<file path="config.mk">
export PLATFORM = sky130hd
export DESIGN_NAME = flash_poll_resp
export DESIGN_NICKNAME = d
export VERILOG_FILES = /design/src/rtl/fpr_pkg.sv /design/src/rtl/fpr_seq.sv /design/src/rtl/fpr_array.sv /design/src/rtl/fpr_rdport.sv /design/src/rtl/flash_poll_resp.sv
export SDC_FILE = /design/constraint.sdc
export NUM_CORES = 1
export LEC_CHECK = 0
export BUFFER_PORTS_ARGS = -buffer_cell sky130_fd_sc_hd__buf_2
export CAP_MARGIN = 15
export CORE_MARGIN = 2
export CORE_UTILIZATION = 45
export CTS_CLUSTER_SIZE = 20
export DETAILED_ROUTE_END_ITERATION = 8
export PLACE_DENSITY_LB_ADDON = 0.2
export SLEW_MARGIN = 20
export SYNTH_ARGS = -nofsm -noshare
export SYNTH_HDL_FRONTEND = slang
export SYNTH_HIERARCHICAL = 1
export SYNTH_SLANG_ARGS = --single-unit
</file>
<file path="constraint.sdc">
create_clock -name clk -period 3.9 [get_ports clk]
set_input_delay 0.39 -clock clk [delete_from_list [all_inputs] [get_ports clk]]
set_output_delay 0.39 -clock clk [all_outputs]
set_load 0.01 [all_outputs]
</file>
<file path="src/rtl/fpr_pkg.sv">
package fpr_pkg;

  localparam logic [2:0] OP_PROG   = 3'd1;
  localparam logic [2:0] OP_ERASE  = 3'd2;
  localparam logic [2:0] OP_SUSP   = 3'd3;
  localparam logic [2:0] OP_RESUME = 3'd4;

  typedef enum logic [2:0] {
    S_READ,
    S_PROG,
    S_ERASE,
    S_ESUSP,
    S_SPROG,
    S_PPROT,
    S_EPROT
  } st_e;

  function automatic logic is_busy(st_e s);
    case (s)
      S_PROG, S_ERASE, S_SPROG, S_PPROT, S_EPROT: is_busy = 1'b1;
      default:                                    is_busy = 1'b0;
    endcase
  endfunction

endpackage

</file>
<file path="src/rtl/fpr_seq.sv">
module fpr_seq
  import fpr_pkg::*;
#(
  parameter int ADDR_W    = 6,
  parameter int NSECT     = 4,
  parameter int PROG_CYC  = 12,
  parameter int ERASE_CYC = 60,
  parameter int PPROT_CYC = 5,
  parameter int EPROT_CYC = 25
) (
  input  logic              clk,
  input  logic              rst,
  input  logic              cmd_valid,
  input  logic [2:0]        cmd_op,
  input  logic [ADDR_W-1:0] cmd_addr,
  input  logic [7:0]        cmd_data,
  input  logic [NSECT-1:0]  cmd_sel,
  input  logic [NSECT-1:0]  prot_mask,
  output st_e               st,
  output logic              pbit7,
  output logic [NSECT-1:0]  emask,
  output logic              wr_en,
  output logic [ADDR_W-1:0] wr_addr,
  output logic [7:0]        wr_data,
  output logic              er_en,
  output logic              done
);

  localparam int SECT_W = $clog2(NSECT);
  localparam int MAX_A  = (PROG_CYC > ERASE_CYC) ? PROG_CYC : ERASE_CYC;
  localparam int MAX_B  = (PPROT_CYC > EPROT_CYC) ? PPROT_CYC : EPROT_CYC;
  localparam int MAXC   = (MAX_A > MAX_B) ? MAX_A : MAX_B;
  localparam int CNT_W  = $clog2(MAXC + 1);

  logic [CNT_W-1:0]  cnt, ecnt;
  logic [ADDR_W-1:0] paddr;
  logic [7:0]        pdata;
  logic [SECT_W-1:0] csect;
  logic [NSECT-1:0]  eff;
  logic              is_prog, is_erase;

  assign csect    = cmd_addr[ADDR_W-1 -: SECT_W];
  assign eff      = cmd_sel & ~prot_mask;
  assign is_prog  = cmd_valid && (cmd_op == OP_PROG);
  assign is_erase = cmd_valid && (cmd_op == OP_ERASE) && (cmd_sel != '0);

  always_ff @(posedge clk) begin
    if (rst) begin
      st    <= S_READ;
      cnt   <= '0;
      ecnt  <= '0;
      paddr <= '0;
      pdata <= '0;
      emask <= '0;
    end else begin
      case (st)
        S_READ: begin
          if (is_prog) begin
            paddr <= cmd_addr;
            pdata <= cmd_data;
            if (prot_mask[csect]) begin
              st  <= S_PPROT;
              cnt <= CNT_W'(PPROT_CYC - 1);
            end else begin
              st  <= S_PROG;
              cnt <= CNT_W'(PROG_CYC - 1);
            end
          end else if (is_erase) begin
            if (eff == '0) begin
              st  <= S_EPROT;
              cnt <= CNT_W'(EPROT_CYC - 1);
            end else begin
              st    <= S_ERASE;
              ecnt  <= CNT_W'(ERASE_CYC - 1);
              emask <= eff;
            end
          end
        end
        S_PROG, S_PPROT, S_EPROT: begin
          if (cnt == '0) st <= S_READ;
          else           cnt <= cnt - 1'b1;
        end
        S_SPROG: begin
          if (cnt == '0) st <= S_ESUSP;
          else           cnt <= cnt - 1'b1;
        end
        S_ERASE: begin
          if (ecnt == '0) begin
            st    <= S_READ;
            emask <= '0;
          end else if (cmd_valid && cmd_op == OP_SUSP) begin
            st <= S_ESUSP;
          end else begin
            ecnt <= ecnt - 1'b1;
          end
        end
        S_ESUSP: begin
          if (cmd_valid && cmd_op == OP_RESUME) begin
            st <= S_ERASE;
          end else if (is_prog && !prot_mask[csect] && !emask[csect]) begin
            st    <= S_SPROG;
            paddr <= cmd_addr;
            pdata <= cmd_data;
            cnt   <= CNT_W'(PROG_CYC - 1);
          end
        end
        default: st <= S_READ;
      endcase
    end
  end

  assign wr_en   = (st == S_PROG || st == S_SPROG) && (cnt == '0);
  assign wr_addr = paddr;
  assign wr_data = pdata;
  assign pbit7   = pdata[7];
  assign er_en   = (st == S_ERASE) && (ecnt == '0);
  assign done    = wr_en || er_en;

  // an accepted program leaves read mode on the next cycle
  p_prog_leaves_read_r2: assert property (@(posedge clk) disable iff (rst)
    (st == S_READ && is_prog) |=> (st != S_READ));

  // remaining erase time is frozen while suspended
  p_susp_freeze_r5: assert property (@(posedge clk) disable iff (rst)
    (st == S_ESUSP) |=> $stable(ecnt));

  // a running program does not take a new target
  p_busy_ignore_r10: assert property (@(posedge clk) disable iff (rst)
    (st == S_PROG) |=> ($stable(paddr) && $stable(pdata)));

  // erase completion returns to read mode
  p_erase_done_r4: assert property (@(posedge clk) disable iff (rst)
    er_en |=> (st == S_READ));

  // a program inside suspend returns to suspend
  p_sprog_back_r6: assert property (@(posedge clk) disable iff (rst)
    (st == S_SPROG && cnt == '0) |=> (st == S_ESUSP));

endmodule

</file>
<file path="src/rtl/fpr_array.sv">
module fpr_array #(
  parameter int ADDR_W = 6,
  parameter int NSECT  = 4
) (
  input  logic              clk,
  input  logic              rst,
  input  logic              wr_en,
  input  logic [ADDR_W-1:0] wr_addr,
  input  logic [7:0]        wr_data,
  input  logic              er_en,
  input  logic [NSECT-1:0]  er_mask,
  input  logic [ADDR_W-1:0] rd_addr,
  output logic [7:0]        rd_byte
);

  localparam int DEPTH = 1 << ADDR_W;
  localparam int SPAN  = DEPTH / NSECT;

  logic [7:0]       mem [DEPTH];
  logic [DEPTH-1:0] hit_er, hit_wr;

  for (genvar g = 0; g < DEPTH; g++) begin : g_hit
    assign hit_er[g] = er_en && er_mask[g / SPAN];
    assign hit_wr[g] = wr_en && (wr_addr == ADDR_W'(g));
  end

  always_ff @(posedge clk) begin
    for (int i = 0; i < DEPTH; i++) begin
      if (rst || hit_er[i]) mem[i] <= 8'hFF;
      else if (hit_wr[i])   mem[i] <= mem[i] & wr_data;
    end
  end

  assign rd_byte = mem[rd_addr];

  // an erase and a program never commit in the same cycle
  p_one_update_r4: assert property (@(posedge clk) disable iff (rst)
    !(wr_en && er_en));

  // a program can only clear bits of the stored byte
  p_and_merge_r3: assert property (@(posedge clk) disable iff (rst)
    (wr_en && rd_addr == wr_addr) |=> ((rd_byte & ~$past(rd_byte)) == 8'h00 || rd_addr != $past(rd_addr)));

endmodule

</file>
<file path="src/rtl/fpr_rdport.sv">
module fpr_rdport
  import fpr_pkg::*;
#(
  parameter int ADDR_W = 6,
  parameter int NSECT  = 4
) (
  input  logic              clk,
  input  logic              rst,
  input  logic              rd_en,
  input  logic [ADDR_W-1:0] rd_addr,
  input  st_e               st,
  input  logic              pbit7,
  input  logic [NSECT-1:0]  emask,
  input  logic [7:0]        stored,
  input  logic              done,
  output logic              rd_valid,
  output logic [7:0]        rd_data
);

  localparam int SECT_W = $clog2(NSECT);

  logic              lag;
  logic [7:0]        nxt;
  logic [SECT_W-1:0] rsect;

  assign rsect = rd_addr[ADDR_W-1 -: SECT_W];

  always_comb begin
    if (lag) begin
      nxt = {stored[7], 7'b0};
    end else begin
      case (st)
        S_READ:                   nxt = stored;
        S_PROG, S_SPROG, S_PPROT: nxt = {~pbit7, 7'b0};
        S_ERASE, S_EPROT:         nxt = 8'h00;
        S_ESUSP:                  nxt = emask[rsect] ? 8'h80 : stored;
        default:                  nxt = stored;
      endcase
    end
  end

  always_ff @(posedge clk) begin
    if (rst) begin
      rd_valid <= 1'b0;
      rd_data  <= 8'h00;
      lag      <= 1'b0;
    end else begin
      rd_valid <= rd_en;
      if (rd_en) rd_data <= nxt;
      if (done)       lag <= 1'b1;
      else if (rd_en) lag <= 1'b0;
    end
  end

  // one result per request, one cycle later
  p_rd_latency_r11: assert property (@(posedge clk) disable iff (rst)
    rd_en |=> rd_valid);

  // a read during erase shows bit 7 low
  p_erase_status_r4: assert property (@(posedge clk) disable iff (rst)
    (rd_en && !lag && st == S_ERASE) |=> (rd_data[7] == 1'b0));

  // a read during programming shows the complement
  p_prog_status_r2: assert property (@(posedge clk) disable iff (rst)
    (rd_en && !lag && st == S_PROG) |=> (rd_data[7] == !$past(pbit7)));

  // the partial read happens once
  p_lag_once_r3: assert property (@(posedge clk) disable iff (rst)
    (rd_en && lag && !done) |=> !lag);

endmodule

</file>
<file path="src/rtl/flash_poll_resp.sv">
module flash_poll_resp
  import fpr_pkg::*;
#(
  parameter int ADDR_W    = 6,
  parameter int NSECT     = 4,
  parameter int PROG_CYC  = 12,
  parameter int ERASE_CYC = 60,
  parameter int PPROT_CYC = 5,
  parameter int EPROT_CYC = 25
) (
  input  logic              clk,
  input  logic              rst,
  input  logic              cmd_valid,
  input  logic [2:0]        cmd_op,
  input  logic [ADDR_W-1:0] cmd_addr,
  input  logic [7:0]        cmd_data,
  input  logic [NSECT-1:0]  cmd_sel,
  input  logic [NSECT-1:0]  prot_mask,
  input  logic              rd_en,
  input  logic [ADDR_W-1:0] rd_addr,
  output logic              rd_valid,
  output logic [7:0]        rd_data,
  output logic              ready_nbusy
);

  st_e               st;
  logic              pbit7, wr_en, er_en, done;
  logic [NSECT-1:0]  emask;
  logic [ADDR_W-1:0] wr_addr;
  logic [7:0]        wr_data, stored;

  fpr_seq #(
    .ADDR_W(ADDR_W), .NSECT(NSECT), .PROG_CYC(PROG_CYC),
    .ERASE_CYC(ERASE_CYC), .PPROT_CYC(PPROT_CYC), .EPROT_CYC(EPROT_CYC)
  ) u_seq (
    .clk(clk), .rst(rst), .cmd_valid(cmd_valid), .cmd_op(cmd_op),
    .cmd_addr(cmd_addr), .cmd_data(cmd_data), .cmd_sel(cmd_sel),
    .prot_mask(prot_mask), .st(st), .pbit7(pbit7), .emask(emask),
    .wr_en(wr_en), .wr_addr(wr_addr), .wr_data(wr_data),
    .er_en(er_en), .done(done)
  );

  fpr_array #(.ADDR_W(ADDR_W), .NSECT(NSECT)) u_arr (
    .clk(clk), .rst(rst), .wr_en(wr_en), .wr_addr(wr_addr),
    .wr_data(wr_data), .er_en(er_en), .er_mask(emask),
    .rd_addr(rd_addr), .rd_byte(stored)
  );

  fpr_rdport #(.ADDR_W(ADDR_W), .NSECT(NSECT)) u_rd (
    .clk(clk), .rst(rst), .rd_en(rd_en), .rd_addr(rd_addr), .st(st),
    .pbit7(pbit7), .emask(emask), .stored(stored), .done(done),
    .rd_valid(rd_valid), .rd_data(rd_data)
  );

  assign ready_nbusy = !is_busy(st);

  // ready after reset
  p_ready_after_reset_r1: assert property (@(posedge clk)
    $fell(rst) |-> ready_nbusy);

  // suspend or resume in read mode keeps the pin high
  p_stray_cmd_r10: assert property (@(posedge clk) disable iff (rst)
    (ready_nbusy && cmd_valid && (cmd_op == OP_SUSP || cmd_op == OP_RESUME)
     && st == S_READ) |=> ready_nbusy);

endmodule

</file>
==> metrics.md <==
| Metric | Value |
|---|---|
| Cell area after synthesis | about 27,000 µm² |
| Drt drc | 0 |
| Initial antenna violation count | 2 |
| Worst slew pin tran | about 1 ns |
| CTS Sinks | 555 |
| # rows | 89 |
| Max-cap violations | 0 |
| Nets | ~2,200 |
| Gate count after technology mapping | a little over 2,000 |
| Yosys reg bits | roughly 560 |
| Placed inst area | roughly 28,000 µm² |
| Final ANT Viol Nets | 0 |
| Final Cell Area | 30,400 µm² |
| Setup ws final | approximately 0.43 ns |
| Post-DP HPWL | ~51 mm |
| R2R Path End | u_arr/mem[9][6] |
| Worst slack at placement | 0.567 ns |
| Placed Cells | roughly 2,800 |
| Final hold slack | between 0.03 and 0.04 ns |
| Core Box Area | ~59,000 µm² |
| Total global routing overflow | 0 |
| R2r startpoint | u_seq/cnt[2] |
| Synth async-reset ratio | 0% |
| Drt first pass iters | 9 |
| Number of global-route vias before repair | approximately 18,000 |
| Non-filler cells, final | 2,949 |
| Post-CTS setup buffer count | 0 |
| Pin count of the biggest net entering global routing | 66 |
| Drt total wl | 76.4 mm |
| Initial DRC count | around 2,000 |
| Mean Syn Cell Area | roughly 13 µm² |
| Hold_sp | cmd_data[7] |
| Flop2flop setup slack | around 0.43 ns |
| CP Launch Type | register |
| Status | finished clean |
| CP Class | register to register |
| Sequential-to-total area share from yosys stat | about three fifths |
| Vias per inst | around 6.3 |
| Initial Utilization | 45.6% |
| CTS tree | done |
| Top cell type's share of synthesized area | between 50% and 60% |
| Worst Hold Class | input pin to register |
| Hold Path Sink | u_seq/wr_data[7] |
| Skew final | 0.0272 ns |
| Area Growth Syn to Fin | 12.9% |
| Max Clk Rate | 0.288 GHz |
| Boundary pin count | 45 |
| Count of final hold-check violations | 0 |
| Final setup violation count | 0 |
| RSZ-0062 raised after global routing | false |
| Chip width | approximately 250 µm |
| Worst Path Max Fanout | 11 |
| Syn_nets | just over 2,000 |
| Die Y | approximately 250 µm |
| R2R depth | 8 |
| Worst-path clk slew | around 0.06 ns |
| VDD IR max | approximately 380 µV |
| First-pass GRT wire length | about 120 mm |
| Final Util | roughly half |
| Endpoint class of the critical path | register |
| H-tree depth | 2 |
| Total track usage | approximately a quarter |
| CTS Buf Count | 59 |
| Final min period | 3.47 ns |
| Clock insertion delay at the later pin of the skew report | between 0.6 and 0.7 ns |
| Pwr Density | ~460 nW/µm² |
| Netlist cell types | between 70 and 80 |
| Slew headroom | around 33% |
| WP data required | between 4 and 5 ns |
| Setup TNS | 0 ns |
| CTS Buffer Depth | 3 |
| Leakage Power | roughly 8.5 nW |
| Die area | just over 60,000 µm² |
| Synth Flop Type | edfxtp_1 |
| Clk root buf | clkbuf_16 |
| Power consumption | between 10 and 15 mW |
| Post-DR wirelength/cell | between 20 and 30 µm |
| Vias | ~18,000 |
| Area leader, netlist | edfxtp_1 |
| Final GP Congestion | approximately 0.87 |
| Tcrit/Tclk final | 89.0% |
| Critical path arrival | roughly 3.8 ns |
| Share of layout cells above drive strength 1 | 17.8% |
| YS warnings | 6 |
| Largest cells by area after synthesis | edfxtp_1 (57%), mux4_2 (11%), a21o_1 (9.8%) |
| IO buf count | between 40 and 50 |
| Max Slew Vio Count | 0 |
| Post-synth EDFFs | 512 |
| Worst hold path depth | 3 |
## kinds of logic after synthesis
family,synth area share (%)
AOI/OAI and AO/OA,15.1
xor gates and xnor gates,0.0975
adders and majority gates,0.186
buffers and inverters,2.59
DFF,60.2
muxes,12.9
and+or+nand+nor,8.87
## how the worst max path moves through the flow
stage / cells past startpoint / start / slack [ns] / to
floorplan: 7 / u_seq/cnt[2] / 1.01 / u_arr/mem[7][0]
global placement: 8 / u_seq/cnt[2] / 0.60 / u_arr/mem[8][3]
detailed placement: 8 / u_seq/cnt[2] / 0.57 / u_arr/mem[6][4]
CTS: 8 / u_seq/cnt[2] / 0.54 / u_arr/mem[9][6]
global route: 9 / u_seq/cnt[2] / 0.32 / u_arr/mem[44][2]
finish: 8 / u_seq/cnt[2] / 0.43 / u_arr/mem[9][6]
## routing by layer
metal  vias up  track usage, %  wire length, µm  share of wire (%)
li1       8004               -                -                  -
met5         -               0               12              0.016
met4         2            9.61             2880                3.8
met3       159            6.04             7130                9.3
met2       847            37.8            34600                 45
met1      9479            33.8            31700                 42
## what timing repair did
item	in CTS	in global routing
endpoints found under the setup margin	0	0
resized for setup	0	0
endpoints found under the hold margin	9	0
hold buffers	9	0
## cells in the final DEF, fill, tap and decap left out, types with 13 or more instances in the layout
master	count
buf_2	41
buf_4	110
a21oi_1	37
nor3_1	19
o22ai_1	19
clkbuf_1	13
dfxtp_1	35
mux4_2	128
nand2_1	385
mux2i_1	57
edfxtp_1	512
nor2_1	72
a21o_1	353
o21ai_1	26
inv_1	17
o21ai_0	69
clkbuf_16	61
## cells in the mapped netlist (5+ instances only)
cell and instances:
or3_1 7, nor3_1 19, nand2b_1 6, and2_1 6, a221o_1 7, a22o_1 7
nand2_1 385, clkbuf_1 89, o21ai_1 18, inv_1 17, mux4_2 128, nor2_1 72
mux2i_1 57, nor4_1 10, buf_2 21, edfxtp_1 512, nand3b_1 5, nor2b_1 7
nand3_1 11, a31oi_1 8, buf_4 18, dfxtp_1 43, a211oi_1 10, or2b_1 5
a21oi_1 37, a21o_1 353, and3_1 7, o21ai_0 77, o22ai_1 19
## critical path, stage by stage, from the launching register on
cell and delay, ns:
dfxtp_1 0.35, nor3_1 0.53, and3_1 0.27, and3_1 0.27, or3b_1 0.43, inv_2 0.09
and2_1 0.63, nand2_1 0.39, a21o_1 0.26
## flip-flops by register name, indices dropped and copies added (netlist names)
name / cells
u_rd/rd_valid: 1
u_arr/mem: 512
u_rd/rd_data: 8
u_rd/lag: 1
u_seq/wr_addr: 6
u_seq/cnt: 6
u_seq/emask: 4
u_seq/st: 3
u_seq/wr_data: 8
u_seq/ecnt: 6
## power breakdown
group | leakage [nW] | switching [mW] | total [mW] | internal, mW
sequential | 3.82 | 0.131 | 6.72 | 6.58
clock | 0.955 | 2.30 | 5.69 | 3.40
combinational | 3.71 | 1.07 | 1.65 | 0.576
total | 8.49 | 3.50 | 14.1 | 10.6
## area by class of cell
type | instances | area (µm²)
Inverter | 18 | 67.6
Clock inverter | 31 | 344
Fill cell | 4991 | 28700
Clock buffer | 76 | 1600
Timing Repair Buffer | 163 | 1160
Sequential cell | 555 | 16200
Multi-Input combinational cell | 1331 | 10000
Tap cell | 773 | 967
Antenna cell | 2 | 5.00
(Power assumes the default switching activity.)
